File: config.mk
export PLATFORM = sky130hd
export DESIGN_NAME = irq_wait_monitor
export DESIGN_NICKNAME = d
export VERILOG_FILES = /design/src/rtl/irq_mon_pkg.sv /design/src/rtl/irq_limit_reg.sv /design/src/rtl/irq_wait_ctrl.sv /design/src/rtl/irq_expect_flag.sv /design/src/rtl/irq_pulse_classifier.sv /design/src/rtl/irq_wait_monitor.sv
export SDC_FILE = /design/constraint.sdc
export NUM_CORES = 1
export LEC_CHECK = 0
export BUFFER_PORTS_ARGS = -buffer_cell sky130_fd_sc_hd__buf_2
export CORE_UTILIZATION = 30
export DETAILED_ROUTE_END_ITERATION = 12
export MAX_ROUTING_LAYER = met4
export PLACE_DENSITY_LB_ADDON = 0.1
export SYNTH_ARGS = -nofsm -noshare
export SYNTH_HDL_FRONTEND = slang
export SYNTH_HIERARCHICAL = 1
export SYNTH_SLANG_ARGS = --single-unit
File: constraint.sdc
create_clock -name clk_i -period 4.4 [get_ports clk_i]
set_input_delay 0.88 -clock clk_i [delete_from_list [all_inputs] [get_ports clk_i]]
set_output_delay 0.88 -clock clk_i [all_outputs]
set_load 0.01 [all_outputs]
File: src/rtl/irq_mon_pkg.sv
package irq_mon_pkg;
  typedef enum logic {
    WS_IDLE = 1'b0,
    WS_WAIT = 1'b1
  } wait_state_e;

  localparam int unsigned DEF_LIMIT_W = 16;
  localparam int unsigned DEF_LIMIT   = 60000;
endpackage

File: src/rtl/irq_limit_reg.sv
module irq_limit_reg #(
  parameter int unsigned LIMIT_W       = 16,
  parameter int unsigned DEFAULT_LIMIT = 60000
) (
  input  logic               clk_i,
  input  logic               rst_ni,
  input  logic               load_i,
  input  logic [LIMIT_W-1:0] val_i,
  output logic [LIMIT_W-1:0] limit_o
);
  localparam logic [LIMIT_W-1:0] RST_VAL = LIMIT_W'(DEFAULT_LIMIT);

  logic [LIMIT_W-1:0] limit_q;

  always_ff @(posedge clk_i or negedge rst_ni) begin
    if (!rst_ni)     limit_q <= RST_VAL;
    else if (load_i) limit_q <= val_i;
  end

  assign limit_o = limit_q;
endmodule

File: src/rtl/irq_wait_ctrl.sv
module irq_wait_ctrl
  import irq_mon_pkg::*;
#(
  parameter int unsigned LIMIT_W = 16
) (
  input  logic               clk_i,
  input  logic               rst_ni,
  input  logic               start_i,
  input  logic               irq_i,
  input  logic [LIMIT_W-1:0] limit_i,
  output logic               busy_o,
  output logic               done_o,
  output logic               timeout_o
);
  wait_state_e        state_q, state_d;
  logic [LIMIT_W-1:0] cnt_q, cnt_d, cnt_inc;
  logic               done_q, done_d;
  logic               tmo_q, tmo_d;

  assign cnt_inc = cnt_q + LIMIT_W'(1);

  always_comb begin
    state_d = state_q;
    cnt_d   = cnt_q;
    done_d  = 1'b0;
    tmo_d   = tmo_q;
    if (start_i) begin
      // a start also restarts a wait already in progress
      state_d = WS_WAIT;
      cnt_d   = '0;
      tmo_d   = 1'b0;
    end else if (state_q == WS_WAIT) begin
      if (irq_i) begin
        state_d = WS_IDLE;
        done_d  = 1'b1;
      end else begin
        cnt_d = cnt_inc;
        if (cnt_inc == limit_i) begin
          state_d = WS_IDLE;
          tmo_d   = 1'b1;
        end
      end
    end
  end

  always_ff @(posedge clk_i or negedge rst_ni) begin
    if (!rst_ni) begin
      state_q <= WS_IDLE;
      cnt_q   <= '0;
      done_q  <= 1'b0;
      tmo_q   <= 1'b0;
    end else begin
      state_q <= state_d;
      cnt_q   <= cnt_d;
      done_q  <= done_d;
      tmo_q   <= tmo_d;
    end
  end

  assign busy_o    = (state_q == WS_WAIT);
  assign done_o    = done_q;
  assign timeout_o = tmo_q;
endmodule

File: src/rtl/irq_expect_flag.sv
module irq_expect_flag #(
  parameter int unsigned EXP_W = 8
) (
  input  logic             clk_i,
  input  logic             rst_ni,
  input  logic             we_i,
  input  logic [EXP_W-1:0] val_i,
  output logic             flag_o
);
  logic flag_q;

  always_ff @(posedge clk_i or negedge rst_ni) begin
    if (!rst_ni)   flag_q <= 1'b0;
    else if (we_i) flag_q <= |val_i;
  end

  assign flag_o = flag_q;
endmodule

File: src/rtl/irq_pulse_classifier.sv
module irq_pulse_classifier (
  input  logic clk_i,
  input  logic rst_ni,
  input  logic irq_i,
  input  logic expect_i,
  output logic hit_exp_o,
  output logic hit_unexp_o
);
  logic hit_exp_q, hit_unexp_q;

  // mid-pulse sampling: the line rises after a rising edge and lasts one clock
  always_ff @(negedge clk_i or negedge rst_ni) begin
    if (!rst_ni) begin
      hit_exp_q   <= 1'b0;
      hit_unexp_q <= 1'b0;
    end else begin
      hit_exp_q   <= irq_i & expect_i;
      hit_unexp_q <= irq_i & ~expect_i;
    end
  end

  assign hit_exp_o   = hit_exp_q;
  assign hit_unexp_o = hit_unexp_q;
endmodule

File: src/rtl/irq_wait_monitor.sv
module irq_wait_monitor #(
  parameter int unsigned LIMIT_W       = irq_mon_pkg::DEF_LIMIT_W,
  parameter int unsigned DEFAULT_LIMIT = irq_mon_pkg::DEF_LIMIT,
  parameter int unsigned EXP_W         = 8
) (
  input  logic               clk_i,
  input  logic               rst_ni,
  input  logic               irq_i,
  input  logic               wait_start_i,
  input  logic               limit_load_i,
  input  logic [LIMIT_W-1:0] limit_val_i,
  input  logic               expect_we_i,
  input  logic [EXP_W-1:0]   expect_val_i,
  output logic               wait_busy_o,
  output logic               wait_done_o,
  output logic               wait_timeout_o,
  output logic               hit_expected_o,
  output logic               hit_unexpected_o
);
  logic [LIMIT_W-1:0] limit;
  logic               expect_flag;

  irq_limit_reg #(
    .LIMIT_W      (LIMIT_W),
    .DEFAULT_LIMIT(DEFAULT_LIMIT)
  ) u_limit (
    .clk_i  (clk_i),
    .rst_ni (rst_ni),
    .load_i (limit_load_i),
    .val_i  (limit_val_i),
    .limit_o(limit)
  );

  irq_wait_ctrl #(
    .LIMIT_W(LIMIT_W)
  ) u_wait (
    .clk_i    (clk_i),
    .rst_ni   (rst_ni),
    .start_i  (wait_start_i),
    .irq_i    (irq_i),
    .limit_i  (limit),
    .busy_o   (wait_busy_o),
    .done_o   (wait_done_o),
    .timeout_o(wait_timeout_o)
  );

  irq_expect_flag #(
    .EXP_W(EXP_W)
  ) u_expect (
    .clk_i (clk_i),
    .rst_ni(rst_ni),
    .we_i  (expect_we_i),
    .val_i (expect_val_i),
    .flag_o(expect_flag)
  );

  irq_pulse_classifier u_class (
    .clk_i      (clk_i),
    .rst_ni     (rst_ni),
    .irq_i      (irq_i),
    .expect_i   (expect_flag),
    .hit_exp_o  (hit_expected_o),
    .hit_unexp_o(hit_unexpected_o)
  );
endmodule

==> flow_metrics.tcl <==
set metrics [dict create \
    outcome "finished clean" \
    post_synth_fa_ha_maj_area_fraction_pct 0.540 \
    crit_path_top_delay_cell "dfrtn_1" \
    reg2reg_from "u_expect/flag_o" \
    crit_start "u_class/hit_exp_o" \
    drc 0 \
    synthToLayoutAreaGrowth_pct 11.6 \
    critPathLaunchType "flip-flop" \
    rows 31 \
    drt_wl_total_mm 5.10 \
    power.leakage_nw 1.02 \
    grt_max_degree 22 \
    synth_top_family_by_area "simple AND/OR/NAND/NOR gates" \
    syn_area_um2 2320 \
    power_frac_clock_pct 33.6 \
    routabilityCongestion 0.761 \
    antennaDiodeCount 0 \
    crit_family "flip-flops" \
    clk_pin_slew_ns 0.07 \
    clock_skew_ns 0.00847 \
    first_global_vias 1638 \
    cts_sinks 38 \
    synth-simple-area-share_pct 20.7 \
    fin_setup_tns_ns 0 \
    ios 35 \
    p_comb_share_pct 13.6 \
    nFillCells 774 \
    cts_tree "yes" \
    design.core.area_um2 7370 \
    synth_cell_types 52 \
    fp.dieW_um 89.9 \
    drt-pass1-iter-count 4 \
    synth-compound-area-share_pct 10.0 \
    sw_frac_of_total_pct 25.4 \
    tightest_slew_ns 0.712 \
    multi_input_area_um2 1210 \
    drtIter0Drc 71 \
    hp-class "reg -> reg" \
    p_int_mw 0.553 \
    htree_levels 2 \
    syn_avg_cell_area_um2 10.2 \
    clock_path_buffers 2 \
    seqCellArea_um2 960 \
    grt_first_pass_wirelength_mm 8.48 \
    ys_ff_latch 38 \
    yosysWarnings 6 \
    setup_violations 0 \
    r2r_setup_slack_ns 1.49 \
    num_vias 1714 \
    cts_hold_buf 0 \
    critPathMaxFanout 1 \
    synth-edff-count 0 \
    max_slew_margin_pct 52.4 \
    setup.worst_path.end "hit_expected_o" \
    critPathArrivalTime_ns 2.99 \
    dp.cells 345 \
    syn_nets 257 \
    cts_resized 0 \
    dieArea_um2 8070 \
    path_class "reg -> out" \
    worstPathCellList "buf_2" \
    gr-total-overflow 0 \
    drv_cap 0 \
    final_cell_mix "34 x buf_2, 29 x dfrtp_1, 20 x nor2_1, 19 x xnor2_1, 13 x nand2_1" \
    final_nets 284 \
    p_per_area_nw_per_um2 287 \
    critPathBufInv 1 \
    synth-xor-area-share_pct 10.2 \
    async_reset_ff_share_pct 100 \
    die_y_um 89.9 \
    synthCells 226 \
    peakVddDrop_uv 93.5 \
    cts_setup_buffers 0 \
    yosysSeqAreaShare_pct 41.4 \
    crit_path_end_kind "output pin" \
    seq_power_share_pct 52.8 \
    io_buffers 34 \
    start_util_pct 31.4 \
    worst-path-stages 1 \
    via_per_inst 4.86 \
    slowest_delay_ns 0.38 \
    total_power_mw 0.741 \
    antenna_left 0 \
    cts_buffers 5 \
    grt_util_all_layers_pct 13.8 \
    dpl.hpwl_mm 3.72 \
    r2r-end "u_class/hit_unexp_o" \
    final_layout_size_suffix_gt1_share_pct 29.5 \
    drv_slew 0 \
    worstPathRequired_ns 3.52 \
    hold_viol_final 0 \
    ys.flop_type "dfrtp_1" \
    rsz0062_at_grt "false" \
    fin_util_pct 35.1 \
    clkLatencyLatePin_ns 0.29 \
    final_common_cell "buf_2" \
    p_switching_mw 0.188 \
    synthMuxAreaShare_pct 10.8 \
    antenna_found_initial 0 \
    cts_root_buf "clkbuf_8" \
    wl_per_cell_um 14.5 \
    finalNonFillerCells 353 \
    r2r_cells 1 \
]
power by group through the flow:
stage	registers (mW)	logic, mW	clock network, mW
6_report	0.392	0.101	0.249
5_1_grt	0.395	0.113	0.276
4_1_cts	0.392	0.103	0.260
3_5_place_dp	0.399	0.102	0
3_3_place_gp	0.398	0.102	0
2_1_floorplan	0.392	0.0742	0
registers in the layout (all words and copies together), names as in the netlist:
signal	flops
u_class/hit_exp_o	1
u_class/hit_unexp_o	1
u_expect/flag_o	1
u_limit/limit_o	16
u_wait/busy_o	1
u_wait/cnt_q	16
u_wait/done_o	1
u_wait/timeout_o	1
synth_stat cells (all sizes together) (6+ instances only):
cell type   n  share of area [%]
buf        11                4.8
a21oi      11                2.4
nand3       9                2.4
nand2      13                2.1
or3         6                1.6
mux2       18                 10
xor2        8                3.0
dfrtp      29                 31
nor2       20                3.2
dfstp       7                7.9
nor3        7                1.5
nand4       8                2.2
xnor2      19                7.2
o21ai       7                1.5
cell families after synthesis:
logic type | Yosys count
muxes | 19
AOI/OAI and AO/OA | 35
buffers and inverters | 20
DFF | 38
xor gates and xnor gates | 27
adders and majority gates | 1
and+or+nand+nor | 86
metal layers:
| layer | routed length [µm] | part of all wire [%] | global-route usage [%] |
|---|---|---|---|
| met5 | 0 | 0 | - |
| met3 | 194 | 3.8 | 3.30 |
| met4 | 74 | 1.4 | 4.84 |
| met2 | 2160 | 42 | 19.5 |
| met1 | 2680 | 52 | 19.3 |
through the flow:
stage	setup WS, ns	hold slack, ns	instance area (µm²)
floorplan	0.908	0.501	2320
global placement	0.843	0.461	2490
detailed placement	0.844	0.478	2490
CTS	0.520	0.496	2580
global route	0.505	0.545	2580
finish	0.531	0.487	2580
worst min-delay path by stage:
stage | startpoint | end | cells after the start
after global routing | rst_ni | u_wait/cnt_q[13] | 1
after CTS | u_wait/timeout_o | u_wait/timeout_o | 1
final | u_wait/timeout_o | u_wait/timeout_o | 1
after detailed placement | u_wait/timeout_o | u_wait/timeout_o | 1
after global placement | u_wait/timeout_o | u_wait/timeout_o | 1
after floorplan | u_limit/limit_o[0] | u_limit/limit_o[0] | 1
final cells by class:
class,count,area share [%]
clock inverters,1,0.194
well taps,99,4.79
repair buffers,35,6.88
flip-flops and latches,38,37.1
clock buffers,7,3.34
multi-input cells,168,46.9
inverters,5,0.726
(Power assumes the default switching activity.)
